==> src/rtl/rxf_pkg.sv <==
package rxf_pkg;

    localparam int ADDR_W  = 48;
    localparam int WORD_W  = 16;
    localparam int N_WORDS = ADDR_W / WORD_W;

    // control word bit positions
    localparam int CB_PRM_LO = 0;
    localparam int CB_PRM_HI = 1;
    localparam int CB_BCAST  = 2;
    localparam int CB_MCAST  = 3;
    localparam int CB_CRC    = 4;
    localparam int CB_RUNT   = 5;
    localparam int CB_CTRL   = 6;
    localparam int CB_OVER   = 7;
    localparam int CB_DAF    = 8;
    localparam int CB_RXEN   = 12;

    localparam logic [1:0] PRM_PASS_ALL = 2'd1;

    typedef enum logic [3:0] {
        RS_NONE      = 4'd0,
        RS_DISABLED  = 4'd1,
        RS_PROMISC   = 4'd2,
        RS_CRC       = 4'd3,
        RS_RUNT      = 4'd4,
        RS_OVERSIZE  = 4'd5,
        RS_CONTROL   = 4'd6,
        RS_BCAST_OK  = 4'd7,
        RS_BCAST_REJ = 4'd8,
        RS_MCAST_OK  = 4'd9,
        RS_MCAST_REJ = 4'd10,
        RS_UCAST_ANY = 4'd11,
        RS_UCAST_HIT = 4'd12,
        RS_UCAST_MISS= 4'd13
    } rxf_reason_e;

    typedef struct packed {
        logic [ADDR_W-1:0] dst;
        logic [15:0]       etype;
        logic [15:0]       len;
        logic              crc_ok;
    } rxf_frame_t;

    typedef struct packed {
        logic crc_bad;
        logic runt;
        logic oversize;
        logic control;
        logic bcast;
        logic mcast;
        logic ucast_hit;
    } rxf_flags_t;

    typedef struct packed {
        logic        accept;
        rxf_reason_e reason;
    } rxf_verdict_t;

    // register word -> wire order (first wire byte sits in the low half)
    function automatic logic [WORD_W-1:0] wire_order(input logic [WORD_W-1:0] w);
        return {w[7:0], w[15:8]};
    endfunction

endpackage

==> src/rtl/rxf_station.sv <==
module rxf_station
    import rxf_pkg::*;
(
    input  logic [WORD_W-1:0] sta_hi_i,
    input  logic [WORD_W-1:0] sta_mid_i,
    input  logic [WORD_W-1:0] sta_lo_i,
    input  logic [ADDR_W-1:0] dst_i,
    output logic              hit_o
);
    logic [WORD_W-1:0] words [N_WORDS];
    logic [ADDR_W-1:0] station;
    logic [N_WORDS-1:0] word_eq;

    assign words[0] = sta_hi_i;
    assign words[1] = sta_mid_i;
    assign words[2] = sta_lo_i;

    for (genvar i = 0; i < N_WORDS; i++) begin : g_word
        localparam int TOP = ADDR_W - 1 - i * WORD_W;
        assign station[TOP -: WORD_W] = wire_order(words[i]);
        assign word_eq[i] = (station[TOP -: WORD_W] == dst_i[TOP -: WORD_W]);
    end

    assign hit_o = &word_eq;
endmodule

==> src/rtl/rxf_classify.sv <==
module rxf_classify
    import rxf_pkg::*;
#(
    parameter int          MIN_LEN    = 64,
    parameter logic [15:0] CTRL_ETYPE = 16'h8808
)(
    input  rxf_frame_t  frame_i,
    input  logic [15:0] max_len_i,
    input  logic        hit_i,
    output rxf_flags_t  flags_o
);
    localparam logic [15:0] MIN_LEN_V = 16'(MIN_LEN);
    localparam int          FIRST_LSB = ADDR_W - 8;

    logic all_ones;

    always_comb begin
        all_ones          = &frame_i.dst;
        flags_o.crc_bad   = !frame_i.crc_ok;
        flags_o.runt      = frame_i.len < MIN_LEN_V;
        flags_o.oversize  = frame_i.len > max_len_i;
        flags_o.control   = frame_i.etype == CTRL_ETYPE;
        flags_o.bcast     = all_ones;
        flags_o.mcast     = frame_i.dst[FIRST_LSB] && !all_ones;
        flags_o.ucast_hit = hit_i;
    end
endmodule

==> src/rtl/rxf_decide.sv <==
module rxf_decide
    import rxf_pkg::*;
(
    input  logic [15:0]  ctrl_i,
    input  rxf_flags_t   flags_i,
    output rxf_verdict_t verdict_o
);
    logic unused_ctrl_bits;
    assign unused_ctrl_bits = ^{ctrl_i[15:13], ctrl_i[11:9]};

    always_comb begin
        verdict_o.accept = 1'b0;
        verdict_o.reason = RS_NONE;
        if (!ctrl_i[CB_RXEN]) begin
            verdict_o.reason = RS_DISABLED;
        end else if (ctrl_i[CB_PRM_HI:CB_PRM_LO] == PRM_PASS_ALL) begin
            verdict_o.accept = 1'b1;
            verdict_o.reason = RS_PROMISC;
        end else if (flags_i.crc_bad && !ctrl_i[CB_CRC]) begin
            verdict_o.reason = RS_CRC;
        end else if (flags_i.runt && !ctrl_i[CB_RUNT]) begin
            verdict_o.reason = RS_RUNT;
        end else if (flags_i.oversize && !ctrl_i[CB_OVER]) begin
            verdict_o.reason = RS_OVERSIZE;
        end else if (flags_i.control && !ctrl_i[CB_CTRL]) begin
            verdict_o.reason = RS_CONTROL;
        end else if (flags_i.bcast) begin
            verdict_o.accept = ctrl_i[CB_BCAST];
            verdict_o.reason = ctrl_i[CB_BCAST] ? RS_BCAST_OK : RS_BCAST_REJ;
        end else if (flags_i.mcast) begin
            verdict_o.accept = ctrl_i[CB_MCAST];
            verdict_o.reason = ctrl_i[CB_MCAST] ? RS_MCAST_OK : RS_MCAST_REJ;
        end else if (!ctrl_i[CB_DAF]) begin
            verdict_o.accept = 1'b1;
            verdict_o.reason = RS_UCAST_ANY;
        end else begin
            verdict_o.accept = flags_i.ucast_hit;
            verdict_o.reason = flags_i.ucast_hit ? RS_UCAST_HIT : RS_UCAST_MISS;
        end
    end
endmodule

==> src/rtl/rx_frame_filter.sv <==
module rx_frame_filter
    import rxf_pkg::*;
#(
    parameter int          MIN_LEN    = 64,
    parameter logic [15:0] CTRL_ETYPE = 16'h8808
)(
    input  logic        clk,
    input  logic        rst,
    input  logic [15:0] ctrl_i,
    input  logic [15:0] sta_hi_i,
    input  logic [15:0] sta_mid_i,
    input  logic [15:0] sta_lo_i,
    input  logic [15:0] max_len_i,
    input  logic        eof_i,
    input  logic [47:0] dst_i,
    input  logic [15:0] etype_i,
    input  logic [15:0] len_i,
    input  logic        crc_ok_i,
    output logic        dec_valid_o,
    output logic        accept_o,
    output logic [3:0]  reason_o
);
    rxf_frame_t   frame;
    rxf_flags_t   flags;
    rxf_verdict_t verdict;
    rxf_verdict_t verdict_q;
    logic         hit;

    assign frame.dst    = dst_i;
    assign frame.etype  = etype_i;
    assign frame.len    = len_i;
    assign frame.crc_ok = crc_ok_i;

    rxf_station u_station (
        .sta_hi_i  (sta_hi_i),
        .sta_mid_i (sta_mid_i),
        .sta_lo_i  (sta_lo_i),
        .dst_i     (dst_i),
        .hit_o     (hit)
    );

    rxf_classify #(
        .MIN_LEN    (MIN_LEN),
        .CTRL_ETYPE (CTRL_ETYPE)
    ) u_classify (
        .frame_i   (frame),
        .max_len_i (max_len_i),
        .hit_i     (hit),
        .flags_o   (flags)
    );

    rxf_decide u_decide (
        .ctrl_i    (ctrl_i),
        .flags_i   (flags),
        .verdict_o (verdict)
    );

    always_ff @(posedge clk) begin
        if (rst) begin
            dec_valid_o <= 1'b0;
            verdict_q   <= '{accept: 1'b0, reason: RS_NONE};
        end else begin
            dec_valid_o <= eof_i;
            if (eof_i) begin
                verdict_q <= verdict;
            end
        end
    end

    assign accept_o = verdict_q.accept;
    assign reason_o = verdict_q.reason;
endmodule

==> config.mk <==
export PLATFORM = sky130hd
export DESIGN_NAME = rx_frame_filter
export DESIGN_NICKNAME = d
export VERILOG_FILES = /design/src/rtl/rxf_pkg.sv /design/src/rtl/rxf_station.sv /design/src/rtl/rxf_classify.sv /design/src/rtl/rxf_decide.sv /design/src/rtl/rx_frame_filter.sv
export SDC_FILE = /design/constraint.sdc
export NUM_CORES = 1
export LEC_CHECK = 0
export ABC_CLOCK_PERIOD_IN_PS = 1800
export BUFFER_PORTS_ARGS = -buffer_cell sky130_fd_sc_hd__buf_2
export CAP_MARGIN = 20
export CORE_MARGIN = 3
export CORE_UTILIZATION = 31
export DETAILED_ROUTE_END_ITERATION = 10
export GPL_ROUTABILITY_DRIVEN = 0
export PLACE_DENSITY_LB_ADDON = 0.05
export SYNTH_ARGS = -nofsm -noshare
export SYNTH_HDL_FRONTEND = slang
export SYNTH_SLANG_ARGS = --single-unit
==> constraint.sdc <==
create_clock -name clk -period 1.8 [get_ports clk]
set_clock_uncertainty 0.2 [all_clocks]
set_input_delay 0.18 -clock clk [delete_from_list [all_inputs] [get_ports clk]]
set_output_delay 0.18 -clock clk [all_outputs]
set_load 0.005 [all_outputs]
==> results of run 1 <==
-- routing by layer --
| metal | GRT usage (%) | vias up | routed length [µm] |
|---|---|---|---|
| li1 | - | 1150 | - |
| met1 | 23.97 | 989 | 2535 |
| met2 | 39.10 | 91 | 3407 |
| met3 | 4.965 | 4 | 459 |
| met4 | 3.261 | 0 | 50 |
| met5 | 0 | - | 0 |
-- through the flow --
stage / total power, mW / std cells / hold slack, ns
6_report: 0.9464 / 463 / 0.008640
5_1_grt: 1.037 / 463 / 0.01940
3_3_place_gp: 0.6754 / 456 / 0.2370
3_5_place_dp: 0.6838 / 456 / 0.2421
2_1_floorplan: 0.3789 / 199 / 0.04465
4_1_cts: 0.9058 / 460 / 0.003075
-- cell families after synthesis --
kind of cell	synth area share [%]
AND/OR/NAND/NOR	31.82
buffers and inverters	4.946
adder cells (fa/ha/maj)	13.19
flip-flops	7.915
AO/OA/AOI/OAI	14.43
XOR/XNOR	27.70
-- final timing paths --
path / cells after the start / slack, ns / from / endpoint
setup / recovery: 10 / 0.02 / len_i[10] / accept_o$_SDFFE_PP0P_
hold reg to reg: 2 / 0.26 / reason_o[2]$_SDFFE_PP0P_ / reason_o[2]$_SDFFE_PP0P_
hold / removal: 2 / 0.009 / rst / reason_o[1]$_SDFFE_PP0P_
setup reg to reg: 4 / 0.64 / reason_o[0]$_SDFFE_PP0P_ / reason_o[0]$_SDFFE_PP0P_
-- worst reg2reg max path, stage by stage, from the launching register on --
cell and delay [ns]:
dfxtp_1 0.32, nor2_1 0.04, a311oi_1 0.26, o21ai_0 0.13
a21oi_1 0.14
-- repair_timing --
action / in CTS / in global routing
buffers inserted: 1 / 3
setup endpoints to repair: 2 / 5
resized for setup: 6 / 42
pin swaps: 8 / 13
-- area by class of cell --
type / count / area share [%]
inverter: 19 / 2.841
clock buffer: 3 / 1.359
sequential: 6 / 3.952
tap: 65 / 2.676
timing repair buffer: 197 / 38.25
multi-input combinational: 173 / 50.93
-- flip-flops by register name, indices dropped and copies added (netlist names) --
| signal | cells |
|---|---|
| dec_valid_o | 1 |
| accept_o | 1 |
| reason_o | 4 |
-- power by group --
| part | switching [mW] | total (mW) | internal, mW | leakage (nW) |
|---|---|---|---|---|
| clock network | 0.0610 | 0.205 | 0.144 | 0.0216 |
| logic | 0.250 | 0.597 | 0.348 | 1.36 |
| registers | 0.00319 | 0.144 | 0.141 | 0.0493 |
-- cell usage in the layout, fill, tap and decap left out, drive strengths merged, types with 3 or more instances in the layout --
| cell | Yosys | final |
|---|---|---|
| nor2 | 8 | 8 |
| ha | 16 | 16 |
| buf | 0 | 197 |
| clkbuf | 1 | 3 |
| o21ai | 5 | 5 |
| nor4 | 9 | 9 |
| dfxtp | 6 | 6 |
| a21oi | 10 | 10 |
| nor3 | 3 | 3 |
| nand4 | 32 | 32 |
| xnor2 | 48 | 48 |
| nand2 | 8 | 8 |
| nand3 | 3 | 3 |
| nor2b | 5 | 5 |
| inv | 19 | 18 |
==> results by group, run 1 <==
Pwr
  • PwrDens: 311.4 nW/µm²
  • Static Leakage: ~1.4 nW
  • IR drop worst, VDD: 0.4027 mV

Die
  • Std-Cell Rows: 24
  • Core area: 4534 µm²
  • Initial Util: 33.47%
  • Die Height: 75.97 µm
  • Die W: 75.97 µm
  • Die area: 5771 µm²
  • IO Pins: 170

Layout
  • Layout area overhead: 100.2%
  • Fillers: ~400
  • ANT cells: 0
  • Flip-flop and latch area: 120.1 µm²
  • Core Util, Final: 67.03%
  • Multi-input gate area: between 1500 and 2000 µm²
  • Fin area: between 3000 and 4000 µm²
  • Layout cell share with drive strength beyond 1: 60.30%
  • Nets: 580

Setup path
  • CP delay by family, top: buffers and inverters
  • Most used cell, CP: buf_4
  • CP Buf/Inv Count: 3
  • Critical path peak fanout: 2
  • Worst EP required: approximately 1.7 ns
  • Crit path kind: in2reg
  • Crit-path slowest cell: ha_4
  • Crit-path cells: buf_2 -> ha_4 -> nand4_1 -> buf_4 -> nor3_4 -> o21ai_2 -> buf_4 -> a31o_2 -> nand4bb_1 -> a21oi_1
  • Largest stage delay, worst path: 0.27 ns
  • Worst Path Arrival: 1.69 ns
  • Critical Path End Type: register
  • Setup crit start kind: input port

Logic synthesis
  • Async SR Flop Fraction: 0%
  • Netlist cell types: 36
  • Most instantiated cells after synthesis: xnor2_1, nand4_1, inv_1, ha_1, a21oi_1
  • Synth Net Count: 379
  • Ranking of synthesized cells by area: xnor2_1, ha_1, nand4_1
  • Synth warn: 0
  • Post-Syn Instances: between 150 and 200
  • Yosys reg bits: 6
  • Most common flop cell mapped by yosys: dfxtp_1
  • Count leader, synth: xnor2_1
  • Seq/Total Area, Yosys: 7.914%
  • Synth Cell Area: 1518 µm²
  • Top-area cell type share of the netlist area: roughly 28%
  • Post-synth EDFFs: 0
  • Syn avg cell area: 7.627 µm²
  • Largest area contributor in the netlist: xnor2_1

GRT
  • Gr ovfl total: 0
  • Vias in the first global route: between 2000 and 2500
  • GRT Total Usage: 20.73%
  • First-pass GRT wire length: 10120 µm
  • Largest net degree at the start of global routing: 11
  • Initial antenna violation count: 0

Placement
  • Placed cell areas: 2744 µm²
  • Hpwl dp: 5759 µm
  • Pre-CTS setup slack: -0.3056 ns
  • Number of port buffers: 163

Status
  • Outcome: complete, no violations

Clocking
  • Clk sinks: 6
  • Skew-Pair Late Insertion Delay: 0.22 ns
  • H-tree Lvls: 1
  • Hold Buf Count CTS: 0
  • Clock root buffer: clkbuf_8
  • Max Buffers Root-to-Sink: 2
  • CTS tree: built
  • Inserted Clock Buffers: 3
  • Clock slew at the register clock pins of the worst setup and hold paths: 0.04 ns

Routing
  • Via-to-Cell Ratio: 4.825
  • Drt pass-1 iters: 4
  • Routed WL per cell: 13.94 µm
  • Via count: 2234
  • Drt drc: 0
  • Drt total wl: 6453 µm
  • Starting DRT DRC Count: 68
  • Final ANT Viol Nets: 0

Timing
  • Fin crit period: 1.778 ns
  • Slew HR: 73.69%
  • Setup TNS: 0 ns
  • Hold Fails Final Rpt: 0
  • Slew Limit Fails: 0
  • Endpoints failing setup: 0
  • Period utilisation layout: between 90% and 100%
  • Maximum clock rate: 562.3 MHz
  • Fin worst setup slack: roughly 0.022 ns
  • RSZ-0062 raised after global routing: yes
  • Worst slew pin tran: 0.3910 ns

Run
  • Max Cap Viol: 0

Worst hold path
  • Worst hold path type: in2reg
No activity file was read; power rests on OpenSTA's default activity.
==> run 2: changes to the inputs <==
BUFFER_PORTS_ARGS = -buffer_cell sky130_fd_sc_hd__clkbuf_2   (was -buffer_cell sky130_fd_sc_hd__buf_2)
==> run 2 against run 1 <==
Wire length is 3.4% lower. Clock power rose by 3%. Worst setup slack gained 0.020 ns. Design area decreased by 1.7%. Register-to-register slack improved by 0.05 ns. Sequential power barely moved. Die area did not move. Utilization fell by 1.1 points. Via count decreased by 1.1%. Clock-buffer cell count did not move. Sequential cell count is the same.
==> results by group, run 2 (synthesis gave the netlist of run 1 again) <==
Status
  • Outcome: complete, no violations (unchanged)

GRT
  • Met3 Usage GRT: 3.901% (was 4.965%)
  • Met1 Track Usage GR: 23.29% (was 23.97%)
  • Initial antenna violation count: 0 (unchanged)
  • Met2 Resource Use GR: 39.80% (was 39.10%)
  • Gr ovfl total: 0 (unchanged)
  • Vias in the first global route: 2350 (was 2373)
  • Largest net degree at the start of global routing: 11 (unchanged)
  • Top Usage Layer GRT: met2 (unchanged)
  • GRT Total Usage: 20.39% (was 20.73%)
  • First-pass GRT wire length: 9963 µm (was 10120 µm)

Placement
  • Number of port buffers: 163 (unchanged)
  • Hpwl dp: 5804 µm (was 5759 µm)
  • Placed insts: 463 (was 456)

Routing
  • Drt pass-1 iters: 4 (unchanged)
  • Starting DRT DRC Count: 49 (was 68)
  • Via count: 2210 (was 2234)
  • Drt total wl: 6232 µm (was 6453 µm)
  • Via-to-Cell Ratio: 4.742 (was 4.825)
  • Routed WL per cell: 13.37 µm (was 13.94 µm)
  • Final ANT Viol Nets: 0 (unchanged)
  • Drt drc: 0 (unchanged)

Setup path
  • Worst Path Arrival: 1.72 ns (was 1.69 ns)
  • Crit-path slowest cell: o41ai_4 (was ha_4)
  • Critical path peak fanout: 3 (was 2)
  • Largest stage delay, worst path: 0.40 ns (was 0.27 ns)
  • Setup crit start kind: input port (unchanged)
  • Crit-path cells: buf_8 -> ha_4 -> nand4_1 -> o41ai_4 -> and2_1 -> a31o_2 -> nand4_1 -> a21oi_2 (was buf_2 -> ha_4 -> nand4_1 -> buf_4 -> nor3_4 -> o21ai_2 -> buf_4 -> a31o_2 -> nand4bb_1 -> a21oi_1)
  • Cells on worst reg2reg path: 4 (unchanged)
  • Crit path kind: in2reg (unchanged)
  • R2R Path End: reason_o[0]$_SDFFE_PP0P_ (unchanged)
  • Most used cell, CP: nand4_1 (was buf_4)
  • FF-to-FF setup slack: 0.69 ns (was 0.64 ns)
  • Reg2reg start: reason_o[0]$_SDFFE_PP0P_ (unchanged)
  • Worst EP required: 1.76 ns (was 1.71 ns)
  • Critical Path End Type: register (unchanged)

Clocking
  • Inserted Clock Buffers: 3 (unchanged)
  • CTS tree: built (unchanged)
  • Clock slew at the register clock pins of the worst setup and hold paths: 0.04 ns (about the same)
  • Max Buffers Root-to-Sink: 2 (unchanged)
  • Clk sinks: 6 (unchanged)
  • Post-CTS Setup Inserts: 0 (was 1)
  • Clock root buffer: clkbuf_8 (unchanged)
  • Skew-Pair Late Insertion Delay: 0.23 ns (was 0.22 ns)
  • H-tree Lvls: 1 (unchanged)
  • Hold Buf Count CTS: 0 (unchanged)

Layout
  • Flip-flop and latch area: 120.1 µm² (unchanged)
  • Nets: 583 (was 580)
  • Core Util, Final: 65.89% (was 67.03%)
  • Multi-input gate area: 1504 µm² (was 1548 µm²)
  • Fillers: 401 (was 402)
  • Commonest cells after routing, fill and taps aside: clkbuf_2, xnor2_1, buf_4 (was buf_2, xnor2_1, buf_4)
  • Max reg flops: 4 (unchanged)
  • ANT cells: 0 (unchanged)
  • Most common cell after layout, fill and taps aside: clkbuf_2 (was buf_2)
  • Layout cell share with drive strength beyond 1: 59.10% (was 60.30%)
  • Layout area overhead: 96.87% (was 100.2%)
  • Final Instance Count excl. Fillers: 466 (was 463)

Die
  • IO Pins: 170 (unchanged)
  • Die area: 5771 µm² (unchanged)
  • Initial Util: 33.47% (unchanged)
  • Die Height: 75.97 µm (unchanged)
  • Std-Cell Rows: 24 (unchanged)
  • Die W: 75.97 µm (unchanged)
  • Core area: 4534 µm² (unchanged)

Worst hold path
  • Hold Path Origin: rst (unchanged)
  • Worst Hold Depth: 2 (unchanged)
  • Worst hold path type: in2reg (unchanged)
  • Hold Path End: reason_o[1]$_SDFFE_PP0P_ (unchanged)

Timing
  • RSZ-0062 raised after global routing: yes (unchanged)
  • Worst slew pin tran: 0.3960 ns (was 0.3910 ns)
  • Period utilisation layout: 97.66% (was 98.79%)
  • Slew HR: 73.36% (was 73.69%)
  • Slew Limit Fails: 0 (unchanged)
  • Setup TNS: 0 ns (unchanged)
  • Hold Fails Final Rpt: 0 (unchanged)
  • Endpoints failing setup: 0 (unchanged)
  • Maximum clock rate: 568.8 MHz (was 562.3 MHz)
  • Fin crit period: 1.758 ns (was 1.778 ns)
  • Hold WS: 0.01540 ns (was 0.008640 ns)

Pwr
  • IR drop worst, VDD: 0.2194 mV (was 0.4027 mV)
  • PwrDens: 314.4 nW/µm² (was 311.4 nW/µm²)
  • Static Leakage: 1.454 nW (was 1.432 nW)
  • Pwr Total: 0.9395 mW (was 0.9464 mW)

Run
  • Max Cap Viol: 0 (unchanged)
-- run 2: timing repair --
item / 4_1_cts / 5_1_grt
gates resized for setup: 3 / 29
pin swaps: 8 / 11
endpoints found under the setup margin: 1 / 5
gates cloned: 0 / 0
-- run 2: routing by layer --
layer | part of all wire [%] | wire (µm)
met1 | 39 | 2432
met2 | 53 | 3303
met3 | 7.7 | 479
met4 | 0.29 | 18
met5 | 0 | 0
-- run 2: per-stage QoR --
step           worst slack [ns]  instance area [µm²]
3_5_place_dp            -0.2489                 2796
2_1_floorplan          -0.04196                 1625
4_1_cts               -0.003069                 2863
6_report                0.04206                 2988
3_3_place_gp            -0.2318                 2796
5_1_grt                -0.06621                 2988
-- run 2: how the worst max path moves through the flow --
stage             startpoint                        to  slack [ns]  cells past startpoint
2_1_floorplan      len_i[14]  reason_o[1]$_SDFFE_PP0P_       -0.04                      7
3_3_place_gp   max_len_i[14]  reason_o[1]$_SDFFE_PP0P_       -0.23                      9
3_5_place_dp   max_len_i[11]  reason_o[1]$_SDFFE_PP0P_       -0.25                      8
4_1_cts        max_len_i[13]  reason_o[1]$_SDFFE_PP0P_      -0.003                      9
5_1_grt        max_len_i[11]  reason_o[3]$_SDFFE_PP0P_       -0.07                      9
6_report           len_i[11]  reason_o[3]$_SDFFE_PP0P_        0.04                      8
-- run 2: final cells by class --
| cell class | instances | share of cell area [%] |
|---|---|---|
| Clock buffer | 3 | 1.382 |
| Inverter | 19 | 2.722 |
| Multi-Input combinational cell | 173 | 50.33 |
| Sequential cell | 6 | 4.020 |
| Tap cell | 65 | 2.722 |
| Timing Repair Buffer | 200 | 38.82 |
-- run 2: report_power, final --
group | switching (mW) | internal, mW | leakage (nW)
registers | 0.00322 | 0.141 | 0.0493
clock network | 0.0667 | 0.144 | 0.0216
logic | 0.240 | 0.344 | 1.38
total | 0.310 | 0.629 | 1.45
-- run 2: critical path, delay by kind of cell --
family,cells,cell delay [ns]
buffers and inverters,1,0.10
AND/OR/NAND/NOR,3,0.49
adder cells (fa/ha/maj),1,0.27
AO/OA/AOI/OAI,3,0.68
==> run 3: changes to the inputs <==
==> constraint.sdc (replaced) <==
create_clock -name clk -period 1.8 [get_ports clk]
set_clock_uncertainty 0.2 [all_clocks]
set_input_delay 0.36 -clock clk [delete_from_list [all_inputs] [get_ports clk]]
set_output_delay 0.36 -clock clk [all_outputs]
set_load 0.005 [all_outputs]
==> run 3 against run 2 <==
The run now ends with negative setup slack left. Sequential power is essentially flat. Power grew 3.6%. Wire length increased by 2.8%. Sequential cell count stayed put. Critical path depth up 1. Utilization up 3.8 points. Global-route usage up 1.2 points. First-iteration DRC count down 37%. Non-clock buffer count increased by 6. Die area did not move. Combinational power up 6.2%. Critical path type unchanged.
==> results by group, run 3 (synthesis gave the netlist of run 1 again) <==
Status
  • Outcome: complete, but fails checks (was complete, no violations)
  • Failing checks: negative setup slack

Worst hold path
  • Hold Path End: reason_o[1]$_SDFFE_PP0P_ (unchanged)
  • Worst Hold Depth: 2 (unchanged)
  • Hold Path Origin: rst (unchanged)
  • Worst hold path type: in2reg (unchanged)

Layout
  • Fin area: 3162 µm² (was 2988 µm²)
  • ANT cells: 0 (unchanged)
  • Nets: 589 (was 583)
  • Layout cell share with drive strength beyond 1: 61.92% (was 59.10%)
  • Most common cell after layout, fill and taps aside: clkbuf_2 (unchanged)
  • Max reg flops: 4 (unchanged)
  • Commonest cells after routing, fill and taps aside: clkbuf_2, xnor2_1, buf_4 (unchanged)
  • Layout area overhead: 108.3% (was 96.87%)
  • Core Util, Final: 69.73% (was 65.89%)

Clocking
  • Clock root buffer: clkbuf_8 (unchanged)
  • Clock slew at the register clock pins of the worst setup and hold paths: 0.04 ns (about the same)
  • Skew-Pair Late Insertion Delay: 0.23 ns (about the same)
  • Max Buffers Root-to-Sink: 2 (unchanged)
  • H-tree Lvls: 1 (unchanged)
  • Hold Buf Count CTS: 0 (unchanged)
  • CTS tree: built (unchanged)
  • Inserted Clock Buffers: 3 (unchanged)
  • Clk sinks: 6 (unchanged)

Routing
  • Drt pass-1 iters: 4 (unchanged)
  • Via-to-Cell Ratio: 4.754 (was 4.742)
  • Via count: 2244 (was 2210)
  • Starting DRT DRC Count: 31 (was 49)
  • Drt total wl: 6404 µm (was 6232 µm)
  • Routed WL per cell: 13.57 µm (was 13.37 µm)
  • Final ANT Viol Nets: 0 (unchanged)
  • Drt drc: 0 (unchanged)

Setup path
  • CP Buf/Inv Count: 3 (was 1)
  • CP delay by family, top: compound AO/OA/AOI/OAI gates (unchanged)
  • Crit path kind: in2reg (unchanged)
  • Setup crit start kind: input port (unchanged)
  • Worst EP required: 1.75 ns (was 1.76 ns)
  • Crit-path slowest cell: a211o_1 (was o41ai_4)
  • Critical path peak fanout: 3 (unchanged)
  • FF-to-FF setup slack: 0.70 ns (was 0.69 ns)
  • Most used cell, CP: buf_6 (was nand4_1)
  • Crit-path cells: buf_6 -> inv_4 -> ha_4 -> nand4_1 -> buf_6 -> o41ai_4 -> a41oi_2 -> a211o_1 -> a211oi_2 (was buf_8 -> ha_4 -> nand4_1 -> o41ai_4 -> and2_1 -> a31o_2 -> nand4_1 -> a21oi_2)
  • Critical Path End Type: register (unchanged)
  • Worst Path Arrival: 1.86 ns (was 1.72 ns)
  • Largest stage delay, worst path: 0.27 ns (was 0.40 ns)
  • R2R Path End: reason_o[0]$_SDFFE_PP0P_ (unchanged)
  • Reg2reg start: reason_o[0]$_SDFFE_PP0P_ (unchanged)
  • Cells on worst reg2reg path: 4 (unchanged)

GRT
  • Initial antenna violation count: 0 (unchanged)
  • Vias in the first global route: 2391 (was 2350)
  • First-pass GRT wire length: 10380 µm (was 9963 µm)
  • Largest net degree at the start of global routing: 11 (unchanged)
  • Gr ovfl total: 0 (unchanged)
  • GRT Total Usage: 21.61% (was 20.39%)

Run
  • Max Cap Viol: 0 (unchanged)

Timing
  • Hold WS: 0.1857 ns (was 0.01540 ns)
  • Slew HR: 78.19% (was 73.36%)
  • Fin crit period: 1.913 ns (was 1.758 ns)
  • Period utilisation layout: 106.3% (was 97.66%)
  • Setup TNS: -0.3705 ns (was 0 ns)
  • Maximum clock rate: 522.8 MHz (was 568.8 MHz)
  • Slew Limit Fails: 0 (unchanged)
  • Hold Fails Final Rpt: 0 (unchanged)
  • RSZ-0062 raised after global routing: yes (unchanged)
  • Worst slew pin tran: 0.3242 ns (was 0.3960 ns)
  • Endpoints failing setup: 5 (was 0)
  • Fin worst setup slack: -0.1129 ns (was 0.04206 ns)

Pwr
  • Comb pwr share: 63.7% (was 62.2%)
  • IR drop worst, VDD: 0.2185 mV (was 0.2194 mV)
  • Sw power: 0.3198 mW (was 0.3100 mW)
  • Internal: 0.6536 mW (was 0.6295 mW)
  • Part of the power in registers: 14.8% (was 15.3%)
  • Static Leakage: 1.516 nW (was 1.454 nW)
  • Clock share of power: 21.5% (was 22.5%)
  • PwrDens: 307.9 nW/µm² (was 314.4 nW/µm²)
  • Sw frac: 32.85% (was 33.00%)

Placement
  • Placed cell areas: 2880 µm² (was 2796 µm²)
  • Number of port buffers: 163 (unchanged)
  • Hpwl dp: 5838 µm (was 5804 µm)
  • Pre-CTS setup slack: -0.4990 ns (was -0.2489 ns)

Die
  • Core area: 4534 µm² (unchanged)
  • Die Height: 75.97 µm (unchanged)
  • Std-Cell Rows: 24 (unchanged)
  • Initial Util: 33.47% (unchanged)
  • IO Pins: 170 (unchanged)
  • Die W: 75.97 µm (unchanged)
  • Die area: 5771 µm² (unchanged)
[run 3: worst max-delay path by stage]
stage | from | to | depth (start not counted) | slack [ns]
finish | max_len_i[13] | reason_o[1]$_SDFFE_PP0P_ | 9 | -0.11
global route | max_len_i[13] | reason_o[3]$_SDFFE_PP0P_ | 10 | -0.19
CTS | max_len_i[13] | reason_o[1]$_SDFFE_PP0P_ | 9 | -0.13
detailed placement | max_len_i[14] | reason_o[1]$_SDFFE_PP0P_ | 9 | -0.50
global placement | max_len_i[14] | reason_o[1]$_SDFFE_PP0P_ | 9 | -0.44
floorplan | len_i[14] | reason_o[1]$_SDFFE_PP0P_ | 7 | -0.22
[run 3: repair_timing]
| item | CTS | global route |
|---|---|---|
| gates cloned | 0 | 0 |
| buffers inserted | 1 | 2 |
| resized for setup | 13 | 33 |
| pin swaps | 15 | 16 |
| endpoints found under the setup margin | 5 | 5 |
[run 3: worst register-to-register path: stages (launching register included)]
cell and delay [ns]:
dfxtp_1 0.32, nor2_1 0.04, a311oi_1 0.23, o21ai_0 0.12, a21oi_1 0.11
[run 3: cell type report]
type	instances	area, µm²
Clock buffer	3	41.29
Fill cell	396	1373
Inverter	19	86.33
Multi-Input combinational cell	173	1587
Sequential cell	6	120.1
Tap cell	65	81.33
Timing Repair Buffer	206	1246
[run 3: per-layer routing]
layer / GRT usage, % / up-vias / share of wire, % / wire length (µm)
li1: - / 1165 / - / -
met1: 24.16 / 990 / 37 / 2384
met2: 43.00 / 85 / 55 / 3534
met3: 3.901 / 4 / 6.9 / 442
met4: 2.899 / 0 / 0.67 / 43
met5: 0 / - / 0 / 0
[run 3: metrics by stage]
step / instances / power, mW
2_1_floorplan: 199 / 0.3867
3_3_place_gp: 466 / 0.7062
3_5_place_dp: 466 / 0.7120
4_1_cts: 470 / 0.9520
5_1_grt: 472 / 1.059
6_report: 472 / 0.9734
[run 3: power by group through the flow]
stage	logic, mW	clock network (mW)	registers, mW
after global routing	0.691	0.223	0.145
final	0.620	0.209	0.144
after global placement	0.560	0	0.146
after detailed placement	0.566	0	0.146
after floorplan	0.240	0	0.147
after CTS	0.594	0.214	0.144
